### src/rtl/epp_pkg.sv
package epp_pkg;
  typedef enum logic [1:0] {SQ_IDLE, SQ_RUN, SQ_DONE} sq_state_t;

  localparam logic [2:0] OFS_STATUS = 3'd1;
  localparam logic [2:0] OFS_ADDR   = 3'd3;
  localparam logic [2:0] OFS_DATA   = 3'd4;

  localparam logic [7:0] GATE_MASK  = 8'h2F;
  localparam logic [7:0] GATE_WRITE = 8'h04;
  localparam logic [7:0] GATE_READ  = 8'h24;
endpackage

### src/rtl/epp_mode_check.sv
module epp_mode_check
  import epp_pkg::*;
(
  input  logic [7:0] ctrl_byte,
  output logic       wr_ok,
  output logic       rd_ok
);
  logic [7:0] masked;
  assign masked = ctrl_byte & GATE_MASK;
  assign wr_ok  = (masked == GATE_WRITE);
  assign rd_ok  = (masked == GATE_READ);
endmodule

### src/rtl/epp_ready_timer.sv
module epp_ready_timer #(
  parameter int TMO_CYCLES = 8,
  localparam int CW = $clog2(TMO_CYCLES + 1)
) (
  input  logic clk,
  input  logic rst_n,
  input  logic run,
  input  logic ready,
  output logic expire
);
  logic [CW-1:0] cnt_q;

  assign expire = run && !ready && (cnt_q == CW'(TMO_CYCLES - 1));

  always_ff @(posedge clk or negedge rst_n) begin
    if (!rst_n)                      cnt_q <= '0;
    else if (!run || ready || expire) cnt_q <= '0;
    else                              cnt_q <= cnt_q + 1'b1;
  end

  // the wait count never reaches the limit itself
  p_cnt_bound_r7: assert property (@(posedge clk) disable iff (!rst_n)
    cnt_q < CW'(TMO_CYCLES));
endmodule

### src/rtl/epp_byte_seq.sv
module epp_byte_seq
  import epp_pkg::*;
#(
  parameter int HOST_BYTES = 4,
  localparam int DW = 8 * HOST_BYTES,
  localparam int IW = (HOST_BYTES > 1) ? $clog2(HOST_BYTES) : 1
) (
  input  logic          clk,
  input  logic          rst_n,
  input  logic          go_cycle,
  input  logic          go_imm,
  input  logic          go_write,
  input  logic          go_addr,
  input  logic [IW-1:0] go_last,
  input  logic [DW-1:0] go_wdata,
  input  logic [DW-1:0] imm_rdata,
  input  logic          expire,
  input  logic          per_ready,
  input  logic [7:0]    per_rdata,
  output logic          idle,
  output logic          per_valid,
  output logic          per_write,
  output logic          per_addr,
  output logic [7:0]    per_wdata,
  output logic          rsp_valid,
  output logic [DW-1:0] rsp_rdata
);
  sq_state_t     state_q;
  logic [IW-1:0] idx_q, last_q;
  logic [DW-1:0] wbuf_q, rdata_q, fill;
  logic          write_q, addr_q, hs;

  always_comb begin
    for (int b = 0; b < HOST_BYTES; b++)
      fill[b*8 +: 8] = (IW'(b) <= go_last) ? 8'hFF : 8'h00;
  end

  assign hs = (state_q == SQ_RUN) && per_ready;

  always_ff @(posedge clk or negedge rst_n) begin
    if (!rst_n) begin
      state_q <= SQ_IDLE;
      idx_q   <= '0;
      last_q  <= '0;
      wbuf_q  <= '0;
      rdata_q <= '0;
      write_q <= 1'b0;
      addr_q  <= 1'b0;
    end else begin
      case (state_q)
        SQ_IDLE: begin
          if (go_cycle) begin
            state_q <= SQ_RUN;
            idx_q   <= '0;
            last_q  <= go_last;
            wbuf_q  <= go_wdata;
            write_q <= go_write;
            addr_q  <= go_addr;
            rdata_q <= go_write ? '0 : fill;
          end else if (go_imm) begin
            state_q <= SQ_DONE;
            rdata_q <= imm_rdata;
          end
        end
        SQ_RUN: begin
          if (hs) begin
            if (!write_q) rdata_q[idx_q*8 +: 8] <= per_rdata;
            if (idx_q == last_q) state_q <= SQ_DONE;
            else                 idx_q   <= idx_q + 1'b1;
          end else if (expire) begin
            state_q <= SQ_DONE;
          end
        end
        default: state_q <= SQ_IDLE;
      endcase
    end
  end

  assign idle      = (state_q == SQ_IDLE);
  assign per_valid = (state_q == SQ_RUN);
  assign per_write = write_q;
  assign per_addr  = addr_q;
  assign per_wdata = wbuf_q[idx_q*8 +: 8];
  assign rsp_valid = (state_q == SQ_DONE);
  assign rsp_rdata = rsp_valid ? rdata_q : '0;

  // request and its byte hold while waiting
  p_hold_r6: assert property (@(posedge clk) disable iff (!rst_n)
    per_valid && !per_ready && !expire |=>
      per_valid && $stable(per_wdata) && $stable(per_write) && $stable(per_addr));

  // a failed byte ends the access at once, skipping the rest
  p_skip_rest_r8: assert property (@(posedge clk) disable iff (!rst_n)
    per_valid && expire |=> rsp_valid && !per_valid);

  // the response is a single pulse followed by idle
  p_rsp_pulse_r10: assert property (@(posedge clk) disable iff (!rst_n)
    rsp_valid |=> !rsp_valid && idle);
endmodule

### src/rtl/epp_cycle_gate.sv
module epp_cycle_gate
  import epp_pkg::*;
#(
  parameter int HOST_BYTES = 4,
  parameter int TMO_CYCLES = 8,
  localparam int DW = 8 * HOST_BYTES,
  localparam int IW = (HOST_BYTES > 1) ? $clog2(HOST_BYTES) : 1
) (
  input  logic          clk,
  input  logic          rst_n,
  input  logic          host_valid,
  output logic          host_ready,
  input  logic          host_write,
  input  logic [2:0]    host_offset,
  input  logic [1:0]    host_size,
  input  logic [DW-1:0] host_wdata,
  output logic          rsp_valid,
  output logic [DW-1:0] rsp_rdata,
  input  logic [7:0]    ctrl_byte,
  input  logic [7:0]    ext_status,
  output logic          tmo_flag,
  output logic          per_valid,
  input  logic          per_ready,
  output logic          per_write,
  output logic          per_addr,
  output logic [7:0]    per_wdata,
  input  logic [7:0]    per_rdata
);
  logic          wr_ok, rd_ok, idle, expire, accept, is_addr, is_data, is_cyc, perm;
  logic          go_cycle, go_imm, clr_req, flag_q, unused_bit0;
  logic [IW-1:0] go_last;
  logic [DW-1:0] fill, imm_rdata;

  assign unused_bit0 = ext_status[0];

  epp_mode_check u_mode (.ctrl_byte(ctrl_byte), .wr_ok(wr_ok), .rd_ok(rd_ok));

  assign is_addr = (host_offset == OFS_ADDR);
  assign is_data = (host_offset == OFS_DATA);
  assign is_cyc  = is_addr || is_data;
  assign perm    = host_write ? wr_ok : rd_ok;
  assign accept  = host_valid && idle;
  assign go_cycle = accept && is_cyc && perm;
  assign go_imm   = accept && !(is_cyc && perm);
  assign clr_req  = accept && host_write && (host_offset == OFS_STATUS) && host_wdata[0];

  always_comb begin
    int n;
    n = 1 << host_size;
    if (n > HOST_BYTES) n = HOST_BYTES;
    go_last = is_data ? IW'(n - 1) : '0;
    for (int b = 0; b < HOST_BYTES; b++)
      fill[b*8 +: 8] = (IW'(b) <= go_last) ? 8'hFF : 8'h00;
    imm_rdata = '0;
    if (!host_write && host_offset == OFS_STATUS)
      imm_rdata[7:0] = {ext_status[7:1], flag_q};
    else if (!host_write && is_cyc)
      imm_rdata = fill;
  end

  epp_ready_timer #(.TMO_CYCLES(TMO_CYCLES)) u_timer (
    .clk(clk), .rst_n(rst_n), .run(per_valid), .ready(per_ready), .expire(expire));

  epp_byte_seq #(.HOST_BYTES(HOST_BYTES)) u_seq (
    .clk(clk), .rst_n(rst_n),
    .go_cycle(go_cycle), .go_imm(go_imm), .go_write(host_write), .go_addr(is_addr),
    .go_last(go_last), .go_wdata(host_wdata), .imm_rdata(imm_rdata),
    .expire(expire), .per_ready(per_ready), .per_rdata(per_rdata),
    .idle(idle), .per_valid(per_valid), .per_write(per_write), .per_addr(per_addr),
    .per_wdata(per_wdata), .rsp_valid(rsp_valid), .rsp_rdata(rsp_rdata));

  always_ff @(posedge clk or negedge rst_n) begin
    if (!rst_n)       flag_q <= 1'b0;
    else if (expire)  flag_q <= 1'b1;
    else if (clr_req) flag_q <= 1'b0;
  end

  assign tmo_flag   = flag_q;
  assign host_ready = idle;

  // host is stalled during every peripheral byte cycle
  p_stall_r10: assert property (@(posedge clk) disable iff (!rst_n)
    per_valid |-> !host_ready);

  // a blocked access never starts a peripheral cycle
  p_blocked_r3: assert property (@(posedge clk) disable iff (!rst_n)
    host_valid && host_ready && is_cyc && !perm |=> !per_valid);

  // a timeout raises the flag
  p_flag_set_r7: assert property (@(posedge clk) disable iff (!rst_n)
    expire |=> tmo_flag);

  // the flag only falls on a status write with bit 0 set
  p_sticky_r11: assert property (@(posedge clk) disable iff (!rst_n)
    tmo_flag && !(host_valid && host_ready && host_write &&
                  host_offset == OFS_STATUS && host_wdata[0]) |=> tmo_flag);
endmodule

### config.mk
export PLATFORM = sky130hd
export DESIGN_NAME = epp_cycle_gate
export DESIGN_NICKNAME = d
export VERILOG_FILES = /design/src/rtl/epp_pkg.sv /design/src/rtl/epp_mode_check.sv /design/src/rtl/epp_ready_timer.sv /design/src/rtl/epp_byte_seq.sv /design/src/rtl/epp_cycle_gate.sv
export SDC_FILE = /design/constraint.sdc
export NUM_CORES = 1
export LEC_CHECK = 0
export BUFFER_PORTS_ARGS = -buffer_cell sky130_fd_sc_hd__buf_2
export CAP_MARGIN = 20
export CELL_PAD_IN_SITES_DETAIL_PLACEMENT = 0
export CELL_PAD_IN_SITES_GLOBAL_PLACEMENT = 1
export CORE_ASPECT_RATIO = 0.7
export CORE_UTILIZATION = 39
export CTS_BUF_LIST = sky130_fd_sc_hd__clkbuf_16
export DETAILED_ROUTE_END_ITERATION = 6
export GPL_ROUTABILITY_DRIVEN = 0
export PLACE_DENSITY_LB_ADDON = 0.1
export SLEW_MARGIN = 30
export SYNTH_ARGS = -nofsm -noshare
export SYNTH_HDL_FRONTEND = slang
export SYNTH_SLANG_ARGS = --single-unit
### constraint.sdc
create_clock -name clk -period 2.65 [get_ports clk]
set_clock_uncertainty 0.15 [all_clocks]
set_input_delay 0.1325 -clock clk [delete_from_list [all_inputs] [get_ports clk]]
set_output_delay 0.1325 -clock clk [all_outputs]
set_load 0.1 [all_outputs]
After elaboration in Yosys (flattened, before gate mapping) --
Index checks and enable logic that the tools add are counted.
Word-level totals: flip-flop bits (word level) 77, bits of input ports 66
Cells by class: add/subtract/negate cells 4, $lt $le $gt $ge 5, equality and inequality tests 16, shift operators 4, multiplexer cells 31, reduce and logical (&&, ||, !) cells 27
Operators by type and width (count):
- $mux W32 | 7
- $pmux W32 S2 | 1
- $mux W8 | 5
- $neg A5 Y34 | 1
- $shift A8 B34 Y32 const A | 1
- $shiftx A8 B34 Y32 | 1
- $bwmux W32 | 1
- $gt A32 B4 Y1 const B | 1
- $shiftx A32 B6 Y8 | 1
- $shl A1 B2 Y32 const A | 1
- $mux W24 | 1
- $mux W2 | 10
- $logic_and A1 B1 Y1 | 13
- $pmux W2 S2 | 2
- $reduce_and A4 Y1 | 2
- $eq A5 B3 Y1 const B | 1
- $eq A5 B5 Y1 const B | 1
- $add A4 B1 Y4 const B | 1
- $eq A4 B3 Y1 const B | 1
- $le A1 B2 Y1 const A | 2
- $le A2 B2 Y1 const A | 2
- $logic_not A1 Y1 | 4
- $mux W4 | 1
- $ne A2 B1 Y1 const B | 2
- other kinds (18) | 24

Depth between registers and ports, before layout --
Gate-level depths: netlist (run 1).
depth in word-level cells 12, mapped depth 9, mapped depth without buffers 6

Modules after synthesis --
A second synthesis (run 1) with hierarchy kept.
Unflattened totals: cells, all modules 415, area total of the unflattened synthesis 4599.4 sq um
By module, submodules not included:
- epp_byte_seq | times used 1, cells each 357, area each 4110.2 sq um, sequential area each 1801.7 sq um
- epp_cycle_gate | times used 1, cells each 38, area each 245.2 sq um, sequential area each 25.0 sq um
- epp_ready_timer | times used 1, cells each 17, area each 200.2 sq um, sequential area each 100.1 sq um
- epp_mode_check | times used 1, cells each 3, area each 43.8 sq um, sequential area each 0.0 sq um

Least setup slack after synthesis (run 1) --
No wires, ideal clock.
kind register -> output, from register u_seq.state_q[0], to output rsp_rdata[22], arrival time 2.601 ns, required time 2.368 ns, setup slack -0.234 ns, stages on the path, launching flop included 5, buffers on the path 2, cell sequence dfrtp_1 > buf_2 > nor2b_1 > clkbuf_1 > and2_1
On the way: cells in the longest elaborated chain, start to end 2
Ends and longest elaborated chain:
- start: declaration | line epp_byte_seq.sv:28 | sq_state_t state_q;
- start signal: assignment | line epp_byte_seq.sv:42 | state_q <= SQ_IDLE;
- start signal: assignment | line epp_byte_seq.sv:53 | state_q <= SQ_RUN;
- start signal: assignment | line epp_byte_seq.sv:61 | state_q <= SQ_DONE;
- $eq A2 B2 Y1 | line epp_byte_seq.sv:84 | assign rsp_valid = (state_q == SQ_DONE);
- net rsp_valid | line epp_cycle_gate.sv:17 | output logic rsp_valid,
- $mux W32 | line epp_byte_seq.sv:85 | assign rsp_rdata = rsp_valid ? rdata_q : '0;
- end: declaration | line epp_cycle_gate.sv:18 | output logic [DW-1:0] rsp_rdata,
The timed path passes the listed nets, and every way through them passes these cells.

Final worst setup path (run 1) --
from register u_seq.state_q[1], to output rsp_rdata[0]
On the way: cells in the longest elaborated chain, start to end 2
Ends and longest elaborated chain (line):
- $eq A2 B2 Y1 | epp_byte_seq.sv:84
- $mux W32 | epp_byte_seq.sv:85
Every way passes these cells.

==> impl_metrics.py, run 1 <==
metrics = {
    "cts": {
        "clk_pin_slew_ps": 60,
        "clock_latency_ps": 330,
        "cts_made_buffers": 9,
        "cts_max_path_buffers": 2,
        "cts_setup_buffers": 0,
        "clockRootBuffer": "clkbuf_16",
        "cts_tree": "yes",
        "htreeDepth": 3,
        "cts_resized": 0,
        "cts_sinks": 77,
        "cts-hold-fix-buffers": 45,
    },
    "layout": {
        "final_net_count": 648,
        "fillers": 868,
        "diodes": 0,
        "drive_gt1_share_pct": 25.5,
        "syn2layout_area_growth_pct": 47.8,
        "post-route-util_pct": 59.6,
    },
    "timing": {
        "final-hold-violation-count": 0,
        "grt_setup_unrepaired": "no",
        "max_freq_mhz": 434,
        "tightest_slew_ps": 708,
        "period_needed_ps": 2300,
        "relSlewSlack_pct": 52.8,
        "slew_violations": 0,
        "period_share_pct": 86.9,
        "setup_viol": 0,
        "fin_setup_tns_ps": 0,
    },
    "setup_path": {
        "path_max_fanout": 29,
        "path_buf_inv": 2,
        "critPathKind": "reg -> out",
        "cp_cell_sequence": "nor2b_1 -> buf_12 -> and2_1 -> buf_12",
        "cp_slowest_cell": "dfrtp_1",
        "end_kind": "output port",
        "cp-start-kind": "register",
        "critPathArrivalTime_ps": 2020,
        "critPathTopFamily": "simple AND/OR/NAND/NOR gates",
        "worstPathRequired_ps": 2370,
        "cpPeakStageDelay_ps": 610,
        "cp_common_cell": "buf_12",
    },
    "floorplanning": {
        "die_x_um": 122,
        "row_count": 30,
        "core_area_um2": 9760,
        "die_area_um2": 10500,
        "start_util_pct": 40.3,
        "die_y_um": 86.0,
        "ios": 112,
    },
    "routing": {
        "routedWlPerCell_um": 14.6,
        "drc_errors": 0,
        "routed_wl_um": 10400,
        "num_vias": 3502,
        "ant_nets": 0,
        "first_pass_iters": 5,
        "drt-initial-drc-count": 220,
        "viasPerCell": 4.94,
    },
    "outcome": {
        "status": "finished, final reports clean",
    },
    "logic_synthesis": {
        "yosysTopAreaCellShare_pct": 49.0,
        "synth.area.top_cells": "dfrtp_1, nand2_1, and2_1, mux4_2, nor2_1",
        "synth_area_leader_cell": "dfrtp_1",
        "synth_seq_area_share_pct": 49.0,
        "synthesis.yosys.warnings": 0,
        "synthesis.area_um2": 3940,
        "synth_nets": 502,
        "synth_area_per_cell_um2": 9.13,
        "synth_seq_cells": 77,
        "synthDistinctLibCells": 45,
        "postSynthCellCount": 431,
    },
    "global_route": {
        "grt_pass1_vias": 3279,
        "grt_max_degree": 78,
        "grt_pass1_wl_um": 16800,
        "antenna_found_initial": 0,
        "overflow": 0,
        "grt_use_total_pct": 21.1,
    },
    "place": {
        "portBuffers": 107,
        "dpl.hpwl_um": 7010,
    },
    "power": {
        "ir_drop_uv": 301,
        "powerDensity_nw_per_um2": 666,
        "power_leakage_uw": 0.00275,
    },
    "job": {
        "timing.max_cap.violations": 0,
    },
    "min_path": {
        "worstHoldPathType": "in -> reg",
    },
}
-- worst paths after layout --
path	startpoint	to	slack, ps	cells after the start
hold / removal	host_size[0]	u_seq.last_q[0]$_DFFE_PN0P_	60	3
setup / recovery	u_seq.state_q[1]$_DFFE_PN0P_	rsp_rdata[0]	350	4
setup reg to reg	u_seq.idx_q[0]$_DFFE_PN0P_	u_seq.rdata_q[4]$_DFFE_PN0P_	430	5
max in group asynchronous	rst_n	u_seq.rdata_q[2]$_DFFE_PN0P_	1610	2
hold reg to reg	u_seq.wbuf_q[15]$_DFFE_PN0P_	u_seq.wbuf_q[15]$_DFFE_PN0P_	310	2
min in group asynchronous	rst_n	u_seq.rdata_q[17]$_DFFE_PN0P_	240	2
-- worst min-delay path, stage by stage --
cell and delay, ps:
buf_2 80, o21ai_0 120, o21ai_0 160
-- stage by stage --
stage,cells,setup slack (ps),hold WS [ps],area [um2],power (uW)
after global placement,649,512,178,5080,2640
after detailed placement,649,468,182,5080,2660
after floorplan,431,246,-313,3940,2260
after global routing,709,187,78.1,5820,4040
final,709,346,57.5,5820,3870
after CTS,709,330,52.6,5810,3890
-- Yosys cell counts --
cell type	instances
nand2_1	141
dfrtp_1	77
nor2_1	39
and2_1	32
a21oi_1	24
o21ai_0	12
a22oi_1	8
mux4_2	8
o21ai_1	8
buf_2	7
clkbuf_1	7
buf_4	5
ha_1	5
nand3_1	5
nand4b_1	4
xor2_1	4
inv_1	3
nand2b_1	3
nor3_1	3
nor3b_1	3
nor4b_4	3
a21oi_2	2
buf_6	2
o2111ai_1	2
o31a_2	2
o41ai_1	2
or3_1	2
a21o_1	1
a21oi_4	1
and3b_1	1
buf_1	1
clkbuf_2	1
inv_2	1
nand2b_4	1
nand3b_1	1
nor2b_1	1
nor4_4	1
nor4b_1	1
o2111a_1	1
o2111ai_2	1
o31a_1	1
o31ai_1	1
or2_2	1
or3b_2	1
xnor2_1	1
-- placed cells by master, fill, tap and decap left out, types with 5 or more instances in the layout --
cell | Yosys | layout
nand3_1 | 5 | 5
ha_1 | 5 | 5
and2_1 | 32 | 32
dfrtp_1 | 77 | 77
nand2_1 | 141 | 141
nor2_1 | 39 | 39
dlygate4sd3_1 | 0 | 45
a21oi_1 | 24 | 24
o21ai_0 | 12 | 12
buf_12 | 0 | 35
mux4_2 | 8 | 8
o21ai_1 | 8 | 8
buf_2 | 7 | 73
clkbuf_16 | 0 | 9
a22oi_1 | 8 | 8
-- registers in the layout, summed over array words and instances, names as in the netlist, 2 cells and up --
register	cells
u_seq.rdata_q	32
u_seq.wbuf_q	32
u_timer.cnt_q	4
u_seq.idx_q	2
u_seq.last_q	2
u_seq.state_q	2
-- layer usage --
metal	vias up	share of wire (%)	global-route usage [%]
met2	108	44	31.0
met1	1662	49	31.4
met5	-	0	0
met3	10	5.9	4.52
met4	0	0.98	5.76
li1	1722	-	-
-- logic make-up (layout without fill, tap and decap cells) --
kind of cell               after synthesis  after routing  synth area share [%]
and+or+nand+nor                        243            243                  29.4
muxes                                    8              8                  4.58
AOI/OAI and AO/OA                       66             66                  10.7
adders and majority gates                5              5                  1.59
DFF                                     77             77                  49.0
xor gates and xnor gates                 5              5                  1.11
buffers and inverters                   27            177                  3.69
-- final cells by class --
type	count	area [um2]	share of cell area, %
multi-input combinational	327	1870	32.2
tap	128	160	2.75
clock buffer	9	225	3.87
clock inverter	6	56.3	0.968
inverter	4	15.0	0.258
sequential	77	1930	33.1
timing repair buffer	158	1560	26.8
-- where the power goes --
part	total [uW]	internal [uW]	switching (uW)	leakage, uW
registers	1380	1300	83.2	0.00101
clock network	1190	715	473	0.000144
logic	1300	458	845	0.00160
total	3870	2470	1400	0.00275
(Power assumes the default switching activity.)
==> inputs of run 2 (changes only) <==
--- a/config.mk
+++ b/config.mk
@@ -10,7 +10,7 @@
 export CELL_PAD_IN_SITES_DETAIL_PLACEMENT = 0
 export CELL_PAD_IN_SITES_GLOBAL_PLACEMENT = 1
 export CORE_ASPECT_RATIO = 0.7
-export CORE_UTILIZATION = 39
+export CORE_UTILIZATION = 35
 export CTS_BUF_LIST = sky130_fd_sc_hd__clkbuf_16
 export DETAILED_ROUTE_END_ITERATION = 6
 export GPL_ROUTABILITY_DRIVEN = 0
==> constraint.sdc (replaced) <==
create_clock -name clk -period 2.1 [get_ports clk]
set_clock_uncertainty 0.15 [all_clocks]
set_input_delay 0.105 -clock clk [delete_from_list [all_inputs] [get_ports clk]]
set_output_delay 0.105 -clock clk [all_outputs]
set_load 0.1 [all_outputs]
==> run 2 against run 1 <==
Effect of this change:
- wire length rose by 2.9%
- combinational power is 34% higher
- first-iteration DRC count is 37% higher
- clock-buffer cell count is the same
- cell area up 2.0%
- hold slack got worse by 33 ps
- core utilization down 3.8 points
- power grew 24%
- sequential power up 25%
- register-to-register slack lost 230 ps
==> impl_metrics.py, run 2 (synthesis gave the netlist of run 1 again) <==
metrics = {
    "outcome": {
        "status": "finished, final reports clean",
    },
    "layout": {
        "final_common_cell": "nand2_1",
        "post-route-util_pct": 55.8,
        "drive_gt1_share_pct": 28.4,
        "final_net_count": 658,
        "diodes": 0,
        "syn2layout_area_growth_pct": 50.7,
        "final_cell_mix": "nand2_1, dfrtp_1, buf_2",
        "reg_top3": "u_seq.rdata_q (32), u_seq.wbuf_q (32), u_timer.cnt_q (4)",
    },
    "timing": {
        "period_share_pct": 95.4,
        "relSlewSlack_pct": 66.1,
        "final-hold-violation-count": 0,
        "grt_setup_unrepaired": "no",
        "setup_viol": 0,
        "max_freq_mhz": 499,
        "tightest_slew_ps": 507,
        "slew_violations": 0,
        "period_needed_ps": 2000,
        "fin_setup_tns_ps": 0,
    },
    "setup_path": {
        "crit_start": "u_seq.idx_q[0]$_DFFE_PN0P_",
        "cp-start-kind": "register",
        "rr_worst_depth": 5,
        "path_max_fanout": 10,
        "critPathArrivalTime_ps": 1750,
        "cp_slowest_cell": "mux4_2",
        "critPathKind": "reg -> out",
        "cpPeakStageDelay_ps": 530,
        "reg2reg_slack_ps": 200,
        "r2r-start": "u_seq.idx_q[0]$_DFFE_PN0P_",
        "end_kind": "output port",
        "cp-endpoint": "per_wdata[4]",
        "cp_cell_sequence": "buf_6 -> mux4_2 -> buf_2",
        "worstPathRequired_ps": 1850,
        "r2r-end": "u_seq.rdata_q[16]$_DFFE_PN0P_",
    },
    "global_route": {
        "overflow": 0,
        "grt_pass1_vias": 3451,
        "grt_max_degree": 78,
        "grt_use_total_pct": 20.0,
        "grt_pass1_wl_um": 17800,
        "antenna_found_initial": 0,
    },
    "floorplanning": {
        "start_util_pct": 37.0,
        "die_area_um2": 11700,
        "die_y_um": 90.7,
        "row_count": 31,
        "die_x_um": 129,
        "core_area_um2": 10600,
        "ios": 112,
    },
    "cts": {
        "clockRootBuffer": "clkbuf_16",
        "htreeDepth": 3,
        "cts_made_buffers": 9,
        "cts_tree": "yes",
        "cts_max_path_buffers": 2,
        "clk_pin_slew_ps": 60,
        "clock_latency_ps": 330,
        "cts_sinks": 77,
    },
    "place": {
        "portBuffers": 107,
        "dpl.hpwl_um": 7400,
    },
    "power": {
        "power_leakage_uw": 0.00281,
        "powerDensity_nw_per_um2": 809,
        "ir_drop_uv": 431,
    },
    "routing": {
        "num_vias": 3484,
        "drt-initial-drc-count": 302,
        "first_pass_iters": 4,
        "drc_errors": 0,
        "ant_nets": 0,
        "viasPerCell": 4.71,
        "routedWlPerCell_um": 14.4,
        "routed_wl_um": 10700,
    },
    "job": {
        "timing.max_cap.violations": 0,
    },
    "min_path": {
        "worstHoldPathType": "in -> reg",
    },
}
==> run 2: critical path, delay by kind of cell, from the launching register on <==
kind / cells / cell delay (ps)
muxes: 1 / 530
DFF: 1 / 370
buffers and inverters: 2 / 510
==> run 2: cell type report <==
cell class,instances,area (um2)
multi-input combinational,327,1890
tap,148,185
clock buffer,9,225
inverter,4,15.0
fill,979,4700
sequential,77,1930
clock inverter,6,25.0
timing repair buffer,168,1660
==> run 2: worst min-delay path by stage <==
stage	startpoint	to	slack, ps	depth (start not counted)
floorplan	rst_n	tmo_flag$_DFFE_PN0P_	-340	0
detailed placement	rst_n	u_seq.rdata_q[21]$_DFFE_PN0P_	10	2
CTS	host_size[0]	u_seq.last_q[0]$_DFFE_PN0P_	20	3
finish	host_size[0]	u_seq.last_q[0]$_DFFE_PN0P_	20	3
global route	host_size[0]	u_seq.last_q[0]$_DFFE_PN0P_	80	3
global placement	rst_n	u_seq.rdata_q[21]$_DFFE_PN0P_	10	2
==> run 2: timing repair <==
action                                  CTS  global route
endpoints found under the setup margin    0            47
setup buffers                             0             0
hold buffers                             45             0
endpoints found under the hold margin   137             0
gates resized for setup                   0             5
==> run 2: per-stage QoR <==
| step | instances | setup WS (ps) | instance area [um2] | power [uW] | hold slack, ps |
|---|---|---|---|---|---|
| global route | 739 | 22.2 | 5930 | 5020 | 79.4 |
| global placement | 679 | 190 | 5220 | 3390 | 13.0 |
| finish | 739 | 96.5 | 5930 | 4800 | 24.2 |
| floorplan | 431 | 2.46 | 3950 | 2860 | -341 |
| detailed placement | 679 | 162 | 5220 | 3410 | 14.4 |
| CTS | 739 | 22.4 | 5920 | 4830 | 23.9 |
==> run 2: report_power, final <==
| part | internal, uW | switching (uW) | total, uW |
|---|---|---|---|
| clock network | 771 | 565 | 1340 |
| logic | 628 | 1110 | 1740 |
| registers | 1640 | 85.2 | 1730 |
| total | 3040 | 1760 | 4800 |
==> run 2: per-layer routing <==
| metal | up-vias | GRT usage (%) | part of all wire [%] |
|---|---|---|---|
| li1 | 1744 | - | - |
| met1 | 1635 | 29.4 | 50 |
| met2 | 96 | 29.6 | 44 |
| met3 | 9 | 4.21 | 4.7 |
| met4 | 0 | 5.00 | 0.98 |
| met5 | - | 0 | 0 |
==> inputs of run 3 (changes only) <==
--- a/config.mk
+++ b/config.mk
@@ -7,7 +7,7 @@
 export LEC_CHECK = 0
 export BUFFER_PORTS_ARGS = -buffer_cell sky130_fd_sc_hd__buf_2
 export CAP_MARGIN = 20
-export CELL_PAD_IN_SITES_DETAIL_PLACEMENT = 0
+export CELL_PAD_IN_SITES_DETAIL_PLACEMENT = 1
 export CELL_PAD_IN_SITES_GLOBAL_PLACEMENT = 1
 export CORE_ASPECT_RATIO = 0.7
 export CORE_UTILIZATION = 35
@@ -15,6 +15,7 @@
 export DETAILED_ROUTE_END_ITERATION = 6
 export GPL_ROUTABILITY_DRIVEN = 0
 export PLACE_DENSITY_LB_ADDON = 0.1
+export REMOVE_ABC_BUFFERS = 1
 export SLEW_MARGIN = 30
 export SYNTH_ARGS = -nofsm -noshare
 export SYNTH_HDL_FRONTEND = slang
==> run 3 against run 2 <==
Effect of this change:
- highest routed layer unchanged
- clock-buffer cell count did not move
- sequential cell count did not move
- largest cell class unchanged
- critical endpoint is now per_wdata[5]
- power rose by 3.9%
==> impl_metrics.py, run 3 (synthesis gave the netlist of run 1 again) <==
metrics = {
    "outcome": {
        "status": "finished, final reports clean",
    },
    "cts": {
        "cts_max_path_buffers": 2,
        "htreeDepth": 3,
        "clock_latency_ps": 340,
        "cts_tree": "yes",
        "cts_sinks": 77,
        "clk_pin_slew_ps": 60,
        "cts_made_buffers": 9,
        "clockRootBuffer": "clkbuf_16",
    },
    "layout": {
        "final_cell_mix": "nand2_1, dfrtp_1, buf_2",
        "fin_area_um2": 5970,
        "final_common_cell": "nand2_1",
        "fillers": 1217,
        "post-route-util_pct": 56.2,
        "layoutNonFillerInstCount": 743,
        "regArea_um2": 1930,
        "final_net_count": 662,
        "syn2layout_area_growth_pct": 51.7,
        "multi_input_area_um2": 1870,
        "diodes": 0,
        "drive_gt1_share_pct": 27.6,
        "reg_top3": "u_seq.rdata_q (32), u_seq.wbuf_q (32), u_timer.cnt_q (4)",
    },
    "global_route": {
        "grt_pass1_vias": 4014,
        "antenna_found_initial": 0,
        "overflow": 0,
        "grt_pass1_wl_um": 21200,
        "grt_use_total_pct": 23.7,
        "grt_max_degree": 42,
    },
    "floorplanning": {
        "die_x_um": 129,
        "ios": 112,
        "core_area_um2": 10600,
        "row_count": 31,
        "die_y_um": 90.7,
        "die_area_um2": 11700,
        "start_util_pct": 37.0,
    },
    "job": {
        "timing.max_cap.violations": 0,
    },
    "timing": {
        "final-hold-violation-count": 0,
        "setup_viol": 0,
        "period_needed_ps": 2020,
        "grt_setup_unrepaired": "no",
        "relSlewSlack_pct": 63.3,
        "max_freq_mhz": 495,
        "period_share_pct": 96.1,
        "tightest_slew_ps": 549,
        "slew_violations": 0,
    },
    "setup_path": {
        "path_max_fanout": 12,
        "worstPathRequired_ps": 1850,
        "critPathArrivalTime_ps": 1760,
        "critPathKind": "reg -> out",
        "end_kind": "output port",
        "cp-start-kind": "register",
    },
    "power": {
        "ir_drop_uv": 553,
        "powerDensity_nw_per_um2": 835,
        "power_leakage_uw": 0.00283,
    },
    "place": {
        "portBuffers": 107,
        "dp.cells": 682,
        "dpl_cell_area_um2": 5220,
        "dpl.hpwl_um": 8690,
    },
    "routing": {
        "first_pass_iters": 4,
        "routed_wl_um": 12600,
        "ant_nets": 0,
        "viasPerCell": 4.96,
        "drc_errors": 0,
        "num_vias": 3684,
        "drt-initial-drc-count": 171,
        "routedWlPerCell_um": 17.0,
    },
    "min_path": {
        "worstHoldPathType": "in -> reg",
    },
}
run 3: cell count changes in the layout (fill, tap and decap cells not counted), moves of 3 or more:
cell,delta
and2_2,-8
inv_1,-3
and2_1,+8
buf_4,+4
run 3: critical path, stage by stage (launching register included):
cell and delay [ps]:
dfrtp_1 370, buf_6 200, mux4_2 530, buf_2 310
run 3: report_power, final:
part           switching (uW)  internal, uW
registers                86.3          1640
logic                    1130           620
clock network             606           901
run 3: path summary, 6_finish.rpt:
check | startpoint | end | slack, ps | cells past startpoint
max in group asynchronous | rst_n | u_seq.rdata_q[3]$_DFFE_PN0P_ | 1050 | 3
min in group asynchronous | rst_n | u_seq.wbuf_q[27]$_DFFE_PN0P_ | 140 | 2
worst max-delay path | u_seq.idx_q[0]$_DFFE_PN0P_ | per_wdata[5] | 80 | 3
worst max register to register | u_seq.idx_q[0]$_DFFE_PN0P_ | u_seq.rdata_q[0]$_DFFE_PN0P_ | 110 | 6
worst min register to register | u_seq.wbuf_q[8]$_DFFE_PN0P_ | u_seq.wbuf_q[8]$_DFFE_PN0P_ | 320 | 2
worst min-delay path | host_size[0] | u_seq.last_q[0]$_DFFE_PN0P_ | 5 | 3
run 3: metal layers:
layer  vias to the layer above  part of all wire (%)  global-route usage [%]
met5                         -                     0                       0
met4                         0                   1.1                    5.88
met3                        12                   4.8                    5.75
met2                        90                    46                    36.4
met1                      1830                    48                    33.4
li1                       1752                     -                       -
run 3: final cells by class:
| class | count | share of cell area [%] |
|---|---|---|
| well taps | 148 | 3.10 |
| inverters | 4 | 0.251 |
| repair buffers | 172 | 28.3 |
| clock inverters | 6 | 0.922 |
| flip-flops and latches | 77 | 32.3 |
| clock buffers | 9 | 3.77 |
| multi-input cells | 327 | 31.4 |
run 3: what timing repair did:
| item | in CTS | in global routing |
|---|---|---|
| hold buffers | 45 | 0 |
| gates resized for setup | 0 | 5 |
| setup buffers | 0 | 1 |
| endpoints found under the setup margin | 0 | 44 |
| hold endpoints to repair | 98 | 0 |
run 3: per-stage QoR:
stage	setup TNS, ps	power, uW	worst slack (ps)	hold slack [ps]
2_1_floorplan	-57890	2810	-1670	-341
3_3_place_gp	0	3390	178	-45.2
3_5_place_dp	0	3430	108	-38.3
4_1_cts	0	5020	5.93	5.19
5_1_grt	0	5200	12.1	29.4
6_report	0	4980	81.1	4.88
